### src/rtl/swi_pkg.sv
package swi_pkg;
  typedef enum logic [2:0] {
    REG_NONE,
    REG_PRIO,
    REG_PEND,
    REG_EN,
    REG_CLAIM
  } reg_kind_e;

  typedef struct packed {
    reg_kind_e  kind;
    logic [4:0] idx;
  } reg_sel_t;

  localparam logic [31:0] PEND_BASE    = 32'h0000_1000;
  localparam logic [31:0] EN_BASE      = 32'h0000_2000;
  localparam logic [31:0] EN_STRIDE    = 32'h0000_0080;
  localparam logic [31:0] CLAIM_BASE   = 32'h0020_0004;
  localparam logic [31:0] CLAIM_STRIDE = 32'h0000_1000;
endpackage

### src/rtl/swi_regdec.sv
module swi_regdec
  import swi_pkg::*;
#(
  parameter int NUM_HARTS = 4,
  parameter int ADDR_W    = 22
) (
  input  logic [ADDR_W-1:0] addr,
  output reg_sel_t          sel
);
  localparam logic [31:0] PRIO_LAST = 32'(4 * NUM_HARTS);
  localparam logic [31:0] EN_END    = 32'(EN_BASE + NUM_HARTS * EN_STRIDE);
  localparam logic [31:0] CLAIM_END = 32'(CLAIM_BASE + NUM_HARTS * CLAIM_STRIDE);

  logic [31:0] a;
  logic [31:0] off_en;
  logic [31:0] off_cl;

  always_comb begin
    a = '0;
    a[ADDR_W-1:0] = addr;
    off_en = a - EN_BASE;
    off_cl = a - CLAIM_BASE;
    sel.kind = REG_NONE;
    sel.idx  = '0;
    if (a[1:0] == 2'b00) begin
      if (a >= 32'h4 && a <= PRIO_LAST) begin
        sel.kind = REG_PRIO;
        sel.idx  = a[6:2];
      end else if (a == PEND_BASE) begin
        sel.kind = REG_PEND;
      end else if (a >= EN_BASE && a < EN_END) begin
        if (off_en[6:0] == 7'd0) begin
          sel.kind = REG_EN;
          sel.idx  = off_en[11:7];
        end
      end else if (a >= CLAIM_BASE && a < CLAIM_END) begin
        if (off_cl[11:0] == 12'd0) begin
          sel.kind = REG_CLAIM;
          sel.idx  = off_cl[16:12];
        end
      end
    end
  end
endmodule

### src/rtl/swi_pick.sv
module swi_pick #(
  parameter int NUM_HARTS = 4,
  parameter int PRIO_W    = 3
) (
  input  logic [31:0]             cand,
  input  logic [31:0][PRIO_W-1:0] prio,
  output logic [4:0]              id,
  output logic                    any
);
  logic [PRIO_W-1:0] best;

  // Scan from the top ID down; ">=" lets a lower ID take over an equal priority.
  always_comb begin
    id   = '0;
    best = '0;
    for (int s = NUM_HARTS; s >= 1; s--) begin
      if (cand[s] && prio[s] >= best) begin
        best = prio[s];
        id   = 5'(s);
      end
    end
    any = |cand;
  end
endmodule

### src/rtl/swi_ctrl.sv
module swi_ctrl
  import swi_pkg::*;
#(
  parameter int NUM_HARTS = 4,
  parameter int PRIO_W    = 3,
  parameter int ADDR_W    = 22
) (
  input  logic                 clk,
  input  logic                 rst_n,
  input  logic                 bus_sel,
  input  logic                 bus_we,
  input  logic [ADDR_W-1:0]    bus_addr,
  input  logic [31:0]          bus_wdata,
  output logic [31:0]          bus_rdata,
  output logic [NUM_HARTS-1:0] irq
);
  localparam int          HW       = (NUM_HARTS > 1) ? $clog2(NUM_HARTS) : 1;
  localparam logic [32:0] ONES     = (33'h1 << (NUM_HARTS + 1)) - 33'h1;
  localparam logic [31:0] SRC_MASK = ONES[31:0] & ~32'h1;

  reg_sel_t   dec_sel;
  reg_kind_e  acc_kind;
  logic [4:0] acc_idx;
  logic [HW-1:0] acc_hart;

  swi_regdec #(.NUM_HARTS(NUM_HARTS), .ADDR_W(ADDR_W)) u_dec (
    .addr (bus_addr),
    .sel  (dec_sel)
  );

  assign acc_kind = dec_sel.kind;
  assign acc_idx  = dec_sel.idx;
  assign acc_hart = acc_idx[HW-1:0];

  logic [31:0]             pend_q;
  logic [31:0][PRIO_W-1:0] prio_q;
  logic [31:0]             en_q  [NUM_HARTS];
  logic [31:0]             own_q [NUM_HARTS];
  logic [31:0]             busy;
  logic [31:0]             prio_nz;
  logic [4:0]              pick_id [NUM_HARTS];
  logic [NUM_HARTS-1:0]    pick_any;

  for (genvar s = 0; s < 32; s++) begin : g_nz
    if (s >= 1 && s <= NUM_HARTS) begin : g_src
      assign prio_nz[s] = |prio_q[s];
    end else begin : g_none
      assign prio_nz[s] = 1'b0;
    end
  end

  always_comb begin
    busy = '0;
    for (int h = 0; h < NUM_HARTS; h++) busy = busy | own_q[h];
  end

  for (genvar h = 0; h < NUM_HARTS; h++) begin : g_hart
    logic [31:0] cand;
    assign cand = pend_q & en_q[h] & prio_nz & ~busy;
    swi_pick #(.NUM_HARTS(NUM_HARTS), .PRIO_W(PRIO_W)) u_pick (
      .cand (cand),
      .prio (prio_q),
      .id   (pick_id[h]),
      .any  (pick_any[h])
    );
  end

  assign irq = pick_any;

  logic [4:0]  claim_id;
  logic        claim_any;
  logic [4:0]  cmpl_id;
  logic        cmpl_ok;
  logic [31:0] rd_val;

  assign claim_id  = pick_id[acc_hart];
  assign claim_any = pick_any[acc_hart];
  assign cmpl_id   = bus_wdata[4:0];
  assign cmpl_ok   = (bus_wdata[31:5] == 27'd0) && own_q[acc_hart][cmpl_id];

  always_comb begin
    rd_val = '0;
    case (acc_kind)
      REG_PRIO:  rd_val[PRIO_W-1:0] = prio_q[acc_idx];
      REG_PEND:  rd_val = pend_q;
      REG_EN:    rd_val = en_q[acc_hart];
      REG_CLAIM: rd_val[4:0] = claim_id;
      default:   rd_val = '0;
    endcase
  end

  always_ff @(posedge clk) begin
    if (!rst_n) begin
      pend_q    <= '0;
      prio_q    <= '0;
      bus_rdata <= '0;
      for (int h = 0; h < NUM_HARTS; h++) begin
        en_q[h]  <= '0;
        own_q[h] <= '0;
      end
    end else if (bus_sel) begin
      if (!bus_we) bus_rdata <= rd_val;
      case (acc_kind)
        REG_PRIO: if (bus_we) prio_q[acc_idx] <= bus_wdata[PRIO_W-1:0];
        REG_PEND: if (bus_we) pend_q <= pend_q | (bus_wdata & SRC_MASK);
        REG_EN:   if (bus_we) en_q[acc_hart] <= bus_wdata & SRC_MASK;
        REG_CLAIM: begin
          if (bus_we) begin
            if (cmpl_ok) own_q[acc_hart][cmpl_id] <= 1'b0;
          end else if (claim_any) begin
            pend_q[claim_id]           <= 1'b0;
            own_q[acc_hart][claim_id]  <= 1'b1;
          end
        end
        default: ;
      endcase
    end
  end
endmodule

### config.mk
export PLATFORM = sky130hd
export DESIGN_NAME = swi_ctrl
export DESIGN_NICKNAME = d
export VERILOG_FILES = /design/src/rtl/swi_pkg.sv /design/src/rtl/swi_regdec.sv /design/src/rtl/swi_pick.sv /design/src/rtl/swi_ctrl.sv
export SDC_FILE = /design/constraint.sdc
export NUM_CORES = 1
export LEC_CHECK = 0
export ABC_AREA = 1
export BUFFER_PORTS_ARGS = -buffer_cell sky130_fd_sc_hd__buf_2
export CORE_MARGIN = 2
export CORE_UTILIZATION = 62
export DETAILED_ROUTE_END_ITERATION = 6
export GPL_TIMING_DRIVEN = 0
export HOLD_SLACK_MARGIN = 0.03
export PLACE_DENSITY = 0.85
export SKIP_LAST_GASP = 1
export SLEW_MARGIN = 0
export SYNTH_ARGS = -nofsm -noshare
export SYNTH_HDL_FRONTEND = slang
export SYNTH_SLANG_ARGS = --single-unit
### constraint.sdc
create_clock -name clk -period 8.2 [get_ports clk]
set_clock_uncertainty 0.15 [all_clocks]
set_input_delay 2.05 -clock clk [delete_from_list [all_inputs] [get_ports clk]]
set_output_delay 2.05 -clock clk [all_outputs]
set_load 0.02 [all_outputs]
**After elaboration in Yosys (flattened, before gate mapping)**

Memories as Yosys holds them, arrays and structs flattened.
Index checks and enable logic that the tools add are counted.

- Add/subtract/negate cells: 2
- $mul: 0
- Divide/modulo/power cells: 0
- Magnitude comparators: 27
- Equal/unequal tests: 8
- Shift operators: 0
- Muxes and demuxes: 115
- Bitwise operators: 53
- Reduce and logical (&&, ||, !) cells: 41

Operator list:

| kind | count |
|---|---|
| $and A32 B32 Y32 | 9 |
| $mux W32 | 7 |
| $reduce_or A32 Y1 | 5 |
| $and A32 B5 Y32 | 4 |
| $bwmux W96 | 1 |
| $or A32 B32 Y32 | 3 |
| $mux W3 | 31 |
| $not A32 Y32 | 2 |
| $pmux W32 S2 | 1 |
| $pmux W27 S2 | 1 |
| $mux W1 | 53 |
| $mux W8 | 5 |
| $ge A3 B3 Y1 | 12 |
| $or A1 B1 Y1 | 32 |
| $or A32 B5 Y32 | 1 |
| $logic_not A27 Y1 | 1 |
| $logic_and A1 B1 Y1 | 23 |
| $eq A22 B13 Y1 const B | 1 |
| $ge A22 B14 Y1 const B | 1 |
| $ge A22 B22 Y1 const B | 1 |
| $ge A22 B3 Y1 const B | 1 |
| $le A22 B5 Y1 const B | 1 |
| $lt A22 B14 Y1 const B | 1 |
| $lt A22 B22 Y1 const B | 1 |
| other kinds (34) | 48 |

- Bits in registers: 160
- Latch bits: 0
- Memory bits (writable): 144
- Bits in read-only memories: 0
- Input port bits: 58
- Word-level logic and storage cells: 282
- Memories: 2

Memory list:

| memory | words | width | rd ports | clocked after memory_dff | write ports | line | text |
|---|---|---|---|---|---|---|---|
| own_q | 4 | 32 | 5 | 0 | 4 | swi_ctrl.sv:38 | `logic [31:0] own_q [NUM_HARTS];` |
| en_q | 4 | 4 | 5 | 0 | 4 | swi_ctrl.sv:37 | `logic [31:0] en_q [NUM_HARTS];` |

**Longest topological paths before layout**

Gate-level depths: netlist (run 1).
An unclocked memory read counts as a cell.

- Depth after elaboration: 29
- Depth in mapped cells: 39
- Mapped depth without buffers: 39

**By module**

Synthesis (run 1) repeated with hierarchy kept, for this count alone.

- Cells, all modules: 2678
- Area total of the unflattened synthesis: 18715.4 um^2

By module, submodules not included:

| module | times used | cells each | area an instance (um^2) |
|---|---|---|---|
| swi_ctrl | 1 | 2205 | 16139.2 |
| swi_pick | 4 | 93 | 521.8 |
| swi_regdec | 1 | 101 | 489.2 |

**Worst setup path after synthesis (run 1)**

Ideal clock, no wire load.

- Kind: register -> register
- Start: memory own_q[1][4]
- End: memory own_q[3][4] (enable)
- Library setup time: 0.304 ns
- Data arrival time: 4.893 ns
- Required time: 7.746 ns
- Setup slack: 2.853 ns
- Cell stages (with the launch flop): 35
- Buffers on the path: 1
- Period minus slack after synthesis: 5.347 ns
- Cells stage by stage: edfxtp_1 -> nor4_1 -> nand3_1 -> inv_1 -> nand2_1 -> ha_1 -> nand2_1 -> o211ai_1 -> nand2_1 -> o21ai_0 -> ha_1 -> inv_1 -> nand2_1 -> a21oi_1 -> nor2_1 -> o21ai_1 -> o21ai_0 -> ha_1 -> inv_1 -> nand2_1 -> a21oi_1 -> nor2_1 -> o21ai_0 -> nand2_1 -> nand2_1 -> nand4_1 -> nand2_2 -> nor2_2 -> inv_2 -> or2_1 -> nand2_2 -> nor3_2 -> nand3_2 -> buf_6 -> a21oi_1

RTL lines:

| element | line |
|---|---|
| from (decl) | swi_ctrl.sv:38 |

==> results of run 1 <==
==> per-layer routing <==
layer,vias to the layer above,GRT usage (%)
li1,3706,-
met1,3357,44.62
met2,453,55.08
met3,69,5.467
met4,0,10.95
met5,-,0
==> placed cells by master (no fill, tap or decap), types with 5 or more instances in the layout <==
cell       synthesis  routed
nand3_2            6       6
nand2_1          240     240
o211ai_1           7       7
buf_2              0      69
ha_1              36      36
a21oi_1           46      46
o22ai_1           13      13
nand3b_1           8       8
clkbuf_16          0       9
conb_1             1      36
nor2_1           141     141
nor3_1            29      29
o21ai_1            5       5
nand4_1           25      25
buf_4             29      29
nor2_2            11      11
nand3_1           56      56
dfxtp_1           38      38
inv_2              6       6
nor4_1            19      19
clkbuf_1          20      20
inv_1            149     149
edfxtp_1          48      48
o21ai_0           64      64
nand2_2            9       9
==> sequential cells by signal, indices dropped and copies added (netlist names) <==
register and count:
bus_rdata 8, prio_q 22, pend_q 8, en_q 16, own_q 32
==> power groups by stage <==
stage / Sequential [W] / Clock (W) / Combinational, W
2_1_floorplan: 0.000482 / 0 / 0.0000681
3_3_place_gp: 0.000483 / 0 / 0.000108
3_5_place_dp: 0.000483 / 0 / 0.000108
4_1_cts: 0.000474 / 0.000418 / 0.000108
5_1_grt: 0.000475 / 0.000434 / 0.000121
6_report: 0.000474 / 0.000420 / 0.000111
==> synth_stat cells (4+ instances only) <==
cell type	count	area share (%)
nor2_1	141	7.4
nand3b_1	8	0.84
nand3_1	56	3.9
buf_6	4	0.63
o41ai_1	4	0.49
nor3_1	29	2.0
nand2_2	9	0.79
a21oi_1	46	3.2
inv_1	149	7.8
clkbuf_1	20	1.1
nor2_2	11	0.96
nand3_2	6	0.84
nand4_1	25	2.2
ha_1	36	6.3
or4_1	4	0.42
o21ai_1	5	0.35
dfxtp_1	38	11
o21ai_0	64	4.5
o22ai_1	13	1.1
buf_4	29	3.1
nor4_1	19	1.7
o211ai_1	7	0.74
nand2_1	240	13
inv_2	6	0.32
edfxtp_1	48	20
==> kinds of logic (layout without fill, tap and decap cells) <==
| group | after synthesis | in the layout | synth area share, % |
|---|---|---|---|
| flip-flops | 86 | 86 | 30.88 |
| buffers and inverters | 211 | 296 | 13.05 |
| AND/OR/NAND/NOR | 567 | 567 | 36.89 |
| other | 1 | 36 | 0.05258 |
| AO/OA/AOI/OAI | 159 | 159 | 12.81 |
| adder cells (fa/ha/maj) | 36 | 36 | 6.316 |
==> per-stage QoR <==
stage,hold slack (ns),setup slack (ns),area [µm²],cells
after floorplan,0.2570,2.853,7263,1095
final,0.2819,1.185,8090,1323
after detailed placement,0.2697,1.341,7787,1307
after global placement,0.2633,1.419,7787,1307
after CTS,0.2806,1.314,8090,1323
after global routing,0.2879,0.6015,8090,1323
==> final timing paths <==
check	end	startpoint	slack, ns
max reg2reg	own_q[3][1]	own_q[2][4]	1.19
min reg2reg	prio_q[20]	prio_q[20]	0.28
max	own_q[3][1]	own_q[2][4]	1.19
min	prio_q[20]	prio_q[20]	0.28
==> final cells by class <==
type                       instances  area share (%)
sequential                        86           27.22
tap                              143           2.212
clock inverter                     7          0.9589
clock buffer                       9           2.784
timing repair buffer              69           4.268
buffer                            53           4.176
multi-input combinational        798           51.05
inverter                         158           7.331
==> critical path, delay by kind of cell, from the launching register on <==
kind / cells / cell delay, ns
buffers and inverters: 2 / 0.20
flip-flops: 1 / 0.41
AO/OA/AOI/OAI: 7 / 1.36
adder cells (fa/ha/maj): 3 / 0.96
AND/OR/NAND/NOR: 20 / 3.62
==> reports/qor.yml, run 1 <==
synth:
  syn_area_mm2: 0.007132
  syn_avg_cell_area_um2: 6.728
  ys_ff_latch: 86
  synthArstFlopShare_pct: 0
  ys_types: 49
  ys_warn_count: 0
  synth_edf_count: 48
  synth-main-ff-cell: "edfxtp_1"
  netlist_instances: 1060
  synth.yosys.seq_area_share_pct: 30.88
cells_and_area:
  multi_input_area_mm2: 0.004130
  register_area_mm2: 0.002202
  fillCellCount: 1006
  final_core_util_pct: 71.46
  antenna_cells: 0
  drive_gt1_share_pct: 14.15
  area_delta_synth_final_pct: 13.44
  nNetsFinal: 1269
clocking:
  cts.repair.resized: 0
  htree_levels: 3
  cts_setup_buffers: 0
  cts_root_buf: "clkbuf_16"
  cts.path.max_buffers: 2
  clk_latency_ns: 0.35
  cts_hold_buf: 0
  cts_sinks: 86
  path_clk_slew_ns: 0.07
  cts_tree: "done"
  numCtsBuffers: 9
routing:
  wl_met2_um: 9490
  dr.max_layer_used: "met4"
  routedWlPerCell_um: 15.90
  wl_met1_um: 8508
  drt_pass1_iterations: 7
  wl_met3_um: 2352
  routed_wl_um: 21040
  vias_per_cell: 5.733
  via_count: 7585
  drc: 0
  final_antenna_net_count: 0
  drtIter0Drc: 855
critical_path:
  endpoint_kind: "flop"
  crit_type: "flop to flop"
  cp.arrival_ns: 6.92
  cp_max_fo: 9
  cp.required_ns: 8.11
  crit_top_cell: "nand2_1"
  start_kind: "flop"
  cp_slowest_cell: "nor4_1"
  r2r_cells: 32
  crit_path_max_incr_delay_ns: 0.94
global_routing:
  grt_max_degree: 17
  antenna_found_initial: 0
  grt_pass1_wl_um: 32960
  grtUsageTotal_pct: 33.29
  grt_overflow_total: 0
  first_global_vias: 6793
timing:
  fin_crit_sh_pct: 85.54
  rsz0062_at_grt: "false"
  slew-limit-headroom_pct: 25.48
  setup_tns_ns: 0
  fin_crit_ns: 7.015
  setup_viol: 0
  final_hold_viol_count: 0
  slew_violations: 0
  max_freq_mhz: 142.6
  worst_pin_slew_ns: 1.108
floorplan:
  io_pins: 94
  dieArea_mm2: 0.01238
  die_w_um: 111.3
  core_area_mm2: 0.01132
  initial_core_util_pct: 63.00
  rows: 39
  fp.dieH_um: 111.3
power:
  finalPower_w: 0.001004
  power.share.combinational_pct: 11.0
  p_sw_w: 0.0002596
  vdd_ir_drop_max_v: 0.00008560
  leakagePower_nw: 3.971
  pwr-share-clk_pct: 41.8
  swShare_pct: 25.84
  power_density_mw_per_mm2: 124.1
  p_int_w: 0.0007448
  p_seq_share_pct: 47.2
placed_design:
  io_buffer_count: 69
  gp_congestion: 1.005
  dp_hpwl_um: 16480
hold_path:
  hp-class: "flop to flop"
  worstHoldPathCells: 2
status:
  status: "completed"
flow_run:
  drv_cap: 0
Note: power is estimated with default switching activity, not from simulation.
==> run 2, diff against run 1 <==
ABC_AREA = unset   (was 1)
CORE_UTILIZATION = 60   (was 62)
PLACE_DENSITY = 0.84   (was 0.85)
==> reports/qor.yml, run 2 <==
critical_path:
  r2r_cells: 25  # -22%
  crit_type: "flop to flop"
  endpoint_kind: "flop"
  start_kind: "flop"
  cp_max_fo: 8  # -1
  cp.arrival_ns: 6.92  # about the same
  cp.required_ns: 8.10  # about the same
synth:
  synth-main-ff-cell: "edfxtp_1"
  synth_area_leader_cell: "edfxtp_1"
  yosys.cell_count.top_type: "nor2_1"
  synth.yosys.seq_area_share_pct: 33.48  # +2.6 points
  synth_edf_count: 48  # unchanged
  syn_area_mm2: 0.006160  # -14%
  synth_commonest_cells: "nor2_1, nand2_1, o21ai_0, a21oi_1, edfxtp_1"
  ys_warn_count: 0  # unchanged
  netlist_instances: 741  # -30%
  synthArstFlopShare_pct: 0  # unchanged
  yosysTopAreaCellShare_pct: 23.40  # +3.2 points
  synthTopCellsByArea: "edfxtp_1, dfxtp_1, ha_1, nor2_1, o21ai_0"
  syn_avg_cell_area_um2: 8.313  # +24%
  ys_types: 74  # +51%
  ys_ff_latch: 79  # -8.1%
clocking:
  cts_setup_buffers: 0  # unchanged
  path_clk_slew_ns: 0.08  # about the same
  htree_levels: 3  # unchanged
  clk_latency_ns: 0.36  # about the same
  cts_root_buf: "clkbuf_8"
  cts_tree: "done"
  cts_sinks: 79  # -8.1%
  cts.repair.resized: 0  # unchanged
  numCtsBuffers: 9  # unchanged
  cts_hold_buf: 0  # unchanged
  cts.path.max_buffers: 2  # unchanged
power:
  vdd_ir_drop_max_v: 0.0001548  # +81%
  power_density_mw_per_mm2: 121.6  # -2.0%
  leakagePower_nw: 2.817  # -29%
placed_design:
  dp.cells: 977  # -25%
  dp_slack_ns: 0.7081  # -0.6330 ns
  dp_hpwl_um: 15700  # -4.8%
  dpl_cell_area_mm2: 0.006807  # -13%
  io_buffer_count: 67  # -2.9%
  gp_congestion: 1.100  # +9.5%
timing:
  fin_crit_sh_pct: 85.63  # +0.089 points
  worst_pin_slew_ns: 1.307  # +0.1995 ns
  hold_ws_ns: 0.3112  # +0.02925 ns
  setup_tns_ns: 0  # unchanged
  setup_viol: 0  # unchanged
  fin_crit_ns: 7.022  # +0.007330 ns
  final_hold_viol_count: 0  # unchanged
  max_freq_mhz: 142.4  # -0.10%
  rsz0062_at_grt: "false"
  slew_violations: 0  # unchanged
  setup_slack_ns: 1.178  # -0.007330 ns
  slew-limit-headroom_pct: 12.86  # -13 points
routing:
  vias_per_cell: 6.548  # +14%
  drtIter0Drc: 909  # +6.3%
  routed_wl_um: 20160  # -4.2%
  drt_pass1_iterations: 7  # unchanged
  via_count: 6509  # -14%
  routedWlPerCell_um: 20.28  # +28%
  drc: 38  # +38
  final_antenna_net_count: 0  # unchanged
global_routing:
  first_global_vias: 6094  # -10%
  antenna_found_initial: 0  # unchanged
  grt_max_degree: 15  # -2
  grt_pass1_wl_um: 31640  # -4.0%
  grtUsageTotal_pct: 36.35  # +3.1 points
  grt_overflow_total: 0  # unchanged
floorplan:
  dieArea_mm2: 0.01109  # -10%
  fp.dieH_um: 105.3  # -5.3%
  initial_core_util_pct: 62.44  # -0.55 points
  die_w_um: 105.3  # -5.3%
  io_pins: 94  # unchanged
  rows: 36  # -7.7%
  core_area_mm2: 0.009864  # -13%
cells_and_area:
  largest-register: "own_q"
  drive_gt1_share_pct: 17.77  # +3.6 points
  fin_area_mm2: 0.007033  # -13%
  register_area_mm2: 0.002062  # -6.4%
  largest_register_ffs: 32  # unchanged
  largestRegisters: "own_q (32), en_q (16), prio_q (15)"
  layout_common_cells: "nor2_1, buf_2, nand2_1"
  final_common_cell: "nor2_1"
  area_delta_synth_final_pct: 14.18
  multi_input_area_mm2: 0.003774  # -8.6%
  nNetsFinal: 950  # -25%
  antenna_cells: 0  # unchanged
  final_cell_count_no_fill: 994  # -25%
  fillCellCount: 781  # -22%
hold_path:
  hp-class: "flop to flop"
  worstHoldPathCells: 2  # unchanged
status:
  status: "finished, violations left"
  violations: "design-rule violations"
flow_run:
  drv_cap: 0  # unchanged
-- run 2: cell types whose count changed after synthesis, moves of 12 or more --
cell      before  now
nor2_1       141   87
and2_1         0   17
nand2b_1       0   17
a21o_1         0   12
nand2_1      240   61
mux2_2         0   16
nand3_1       56   25
nor3_1        29   16
inv_1        149   19
-- run 2: final cells by class --
type                    instances  share of cell area [%]
multi-input cells             610                   53.66
flip-flops and latches         79                   29.32
plain buffers                  66                   5.444
repair buffers                 69                   4.946
well taps                     133                   2.366
clock buffers                   9                   1.761
clock inverters                 7                   1.388
inverters                      21                   1.121
-- run 2: routing by layer --
layer | global-route usage (%) | wire, µm
met5 | 0 | 0
met4 | 15.05 | 907
met3 | 7.297 | 2660
met2 | 58.39 | 8891
met1 | 47.87 | 7700
-- run 2: power breakdown --
| group | total, W | switching, W | internal (W) |
|---|---|---|---|
| clock | 0.000323 | 0.000151 | 0.000172 |
| combinational | 0.0000891 | 0.0000562 | 0.0000329 |
| sequential | 0.000444 | 0.00000956 | 0.000434 |
-- run 2: cell families after synthesis --
family	count (synthesis)	share of synthesized area, %
flip-flops	79	33.48
XOR/XNOR	2	0.2844
buffers and inverters	87	7.495
multiplexers	29	5.505
AND/OR/NAND/NOR	316	25.86
AO/OA/AOI/OAI	191	20.01
other	1	0.06088
adder cells (fa/ha/maj)	36	7.313
-- run 2: worst paths after layout --
kind	endpoint	slack, ns	from
hold / removal	bus_rdata[7]	0.31	bus_rdata[7]
setup / recovery	own_q[1][1]	1.18	own_q[0][4]
hold reg to reg	bus_rdata[7]	0.31	bus_rdata[7]
setup reg to reg	own_q[1][1]	1.18	own_q[0][4]
-- run 2: through the flow --
step	total power [W]	utilization [%]
2_1_floorplan	0.0005011	-
3_3_place_gp	0.0005346	68.86
3_5_place_dp	0.0005372	69.00
4_1_cts	0.0008505	71.25
5_1_grt	0.0008764	71.30
6_report	0.0008553	71.30
-- run 2: critical path, stage by stage, from the launching register on --
cell and delay, ns:
edfxtp_1 0.42, nor4_1 0.33, buf_2 0.27, and3_1 0.28, nand2_1 0.11, ha_1 0.29, a21o_1 0.11, a21oi_1 0.06
nor2_1 0.40, mux2_2 0.41, ha_1 0.26, nand2b_1 0.14, a21oi_1 0.15, nor2b_1 0.08, o21bai_1 0.33, mux2_2 0.39
ha_1 0.26, nand2b_1 0.10, a21o_1 0.12, a21oi_1 0.10, nor2_1 0.10, a211oi_1 0.07, a21o_1 0.19, a211oi_1 0.90
a41oi_1 0.37, o21ai_0 0.34
==> run 3, diff against run 2 <==
CORE_UTILIZATION = 65   (was 60)
SYNTH_HIERARCHICAL = 1   (was unset)
==> reports/qor.yml, run 3 <==
timing:
  setup_viol: 0  # unchanged
  slew-limit-headroom_pct: 7.979  # -4.9 points
  rsz0062_at_grt: "false"
  max_freq_mhz: 129.7  # -9.0%
  slew_violations: 0  # unchanged
  setup_tns_ns: 0  # unchanged
  fin_crit_ns: 7.713  # +0.6906 ns
  worst_pin_slew_ns: 1.375  # +0.06815 ns
  final_hold_viol_count: 0  # unchanged
  fin_crit_sh_pct: 94.06  # +8.4 points
synth:
  synthArstFlopShare_pct: 0  # unchanged
  synth_commonest_cells: "nand2_1, nor2_1, dfxtp_1, edfxtp_1, o21ai_0"
  syn_avg_cell_area_um2: 9.294  # +12%
  synth-main-ff-cell: "dfxtp_1"
  netlist_instances: 1857  # +150%
  synth_edf_count: 144  # +200%
  ys_types: 81  # +9.5%
  synth_area_leader_cell: "edfxtp_1"
  yosysTopAreaCellShare_pct: 25.05  # +1.7 points
  synth.yosys.seq_area_share_pct: 43.61  # +10 points
  ys_warn_count: 6  # +6
  synthTopCellsByArea: "edfxtp_1, dfxtp_1, mux4_2, nand2_1, o21ai_0"
  syn_area_mm2: 0.01726  # +180%
  ys_ff_latch: 304  # +280%
  yosys.cell_count.top_type: "nand2_1"
cells_and_area:
  drive_gt1_share_pct: 14.24  # -3.5 points
  final_common_cell: "nand2_1"
  largestRegisters: "own_q (128), prio_q (96)"
  final_cell_count_no_fill: 2457  # +150%
  layout_common_cells: "nand2_1, nor2_1, dfxtp_1"
  largest_register_ffs: 128  # +300%
  multi_input_area_mm2: 0.009300  # +150%
  nNetsFinal: 2190  # +130%
  fillCellCount: 1832  # +130%
  area_delta_synth_final_pct: 13.43
  largest-register: "own_q"
  register_area_mm2: 0.007527  # +270%
  final_core_util_pct: 75.12  # +3.8 points
clocking:
  htree_levels: 1  # -2
  cts_setup_buffers: 0  # unchanged
  cts_sinks: 304  # +280%
  path_clk_slew_ns: 0.07  # about the same
  clk_latency_ns: 0.59  # +0.23 ns
  cts.path.max_buffers: 3  # +1
  cts_hold_buf: 0  # unchanged
  cts_tree: "done"
  numCtsBuffers: 31  # +22
  cts.repair.resized: 0  # unchanged
  cts_root_buf: "clkbuf_16"
power:
  leakagePower_nw: 6.970  # +150%
  vdd_ir_drop_max_v: 0.0001658  # +7.1%
  power_density_mw_per_mm2: 167.2  # +38%
routing:
  vias_per_cell: 6.642  # +1.4%
  drt_pass1_iterations: 7  # unchanged
  final_antenna_net_count: 0  # unchanged
  routedWlPerCell_um: 22.34  # +10%
  drtIter0Drc: 2822  # +210%
  drc: 99  # +160%
  via_count: 16320  # +150%
  routed_wl_um: 54890  # +170%
floorplan:
  io_pins: 94  # unchanged
  die_w_um: 167.0  # +59%
  rows: 59  # +64%
  dieArea_mm2: 0.02787  # +150%
  core_area_mm2: 0.02606  # +160%
  initial_core_util_pct: 66.23  # +3.8 points
  fp.dieH_um: 167.0  # +59%
global_routing:
  grt_pass1_wl_um: 84380  # +170%
  grt_max_degree: 17  # +2
  grtUsageTotal_pct: 38.50  # +2.1 points
  grt_overflow_total: 0  # unchanged
  antenna_found_initial: 0  # unchanged
  first_global_vias: 15790  # +160%
critical_path:
  start_kind: "flop"
  crit_type: "flop to flop"
  cp.arrival_ns: 7.85  # +0.93 ns
  endpoint_kind: "flop"
  crit_top_cell: "nand2_1"
  cp.required_ns: 8.33  # +0.23 ns
  cp_slowest_cell: "nor2_1"
  cp_max_fo: 8  # unchanged
  crit_family: "simple AND/OR/NAND/NOR gates"
  ff2ff_setup_slack_ns: 0.49  # -0.69 ns
  path_buf_inv: 1  # unchanged
  crit_path_max_incr_delay_ns: 1.05  # +0.15 ns
placed_design:
  io_buffer_count: 90  # +34%
  dp.cells: 2398  # +150%
  gp_congestion: 1.017  # -7.6%
  dp_hpwl_um: 38620  # +150%
status:
  violations: "design-rule violations"
  status: "finished, violations left"
flow_run:
  drv_cap: 0  # unchanged
hold_path:
  hp-class: "flop to flop"
==> run 3: changes by cell type in the layout (fill, tap and decap cells not counted), moves of 73 or more <==
cell	change
conb_1	+86
o21ai_0	+91
nor2_1	+78
a21boi_0	+73
edfxtp_1	+96
dfxtp_1	+129
nand2_1	+201
clkbuf_1	+76
==> run 3: per-layer routing <==
metal | part of all wire, % | GRT usage [%] | routed length (µm)
met5 | 0 | 0 | 0
met4 | 5.9 | 20.20 | 3248
met3 | 16 | 11.38 | 8613
met2 | 44 | 60.01 | 24010
met1 | 35 | 48.74 | 19020
==> run 3: cell families (layout without fill, tap and decap cells) <==
family                     Yosys count  in the layout  synth area share, %
and+or+nand+nor                    779            779                22.36
AOI/OAI and AO/OA                  420            420                15.81
DFF                                304            304                43.61
buffers and inverters              205            353                5.024
muxes                              103            103                10.25
adders and majority gates           36             36                2.610
other                                6            123               0.1305
xor gates and xnor gates             4              4               0.2030
==> run 3: tightest hold or removal path, delay by kind of cell (launching register included) <==
kind / cells / cell delay (ns)
simple gates: 1 / 0.05
compound gates: 1 / 0.03
flops: 1 / 0.31
==> run 3: report_power, final <==
part | leakage, nW | internal, W | switching (W)
clock network | 0.483 | 0.000799 | 0.000634
logic | 3.83 | 0.0000639 | 0.000140
registers | 2.65 | 0.00162 | 0.0000142
total | 6.97 | 0.00249 | 0.000788
==> run 3: metrics by stage <==
| step | setup slack (ns) | hold WS, ns | area, µm² | power, W |
|---|---|---|---|---|
| 2_1_floorplan | 2.409 | 0.2617 | 17690 | 0.001783 |
| 3_5_place_dp | 1.022 | 0.2718 | 18560 | 0.001855 |
| 6_report | 0.4874 | 0.2804 | 19580 | 0.003274 |
| 3_3_place_gp | 1.092 | 0.2692 | 18560 | 0.001848 |
| 4_1_cts | 1.086 | 0.2817 | 19570 | 0.003235 |
| 5_1_grt | 0.2483 | 0.2954 | 19570 | 0.003323 |
==> run 3: cell type report <==
class,instances,area share (%)
diodes,1,0.01278
well taps,335,2.141
multi-input cells,1464,47.51
repair buffers,90,2.301
clock inverters,22,1.048
flip-flops and latches,304,38.45
plain buffers,142,3.221
clock buffers,36,4.110
inverters,63,1.208
==> run 3: path summary, 6_finish.rpt <==
path	start	end	cells past startpoint
setup / recovery	own_q[0][4]	own_q[1][5]	26
hold / removal	pend_q[12]	pend_q[12]	2
setup reg to reg	own_q[0][4]	own_q[1][5]	26
hold reg to reg	pend_q[12]	pend_q[12]	2
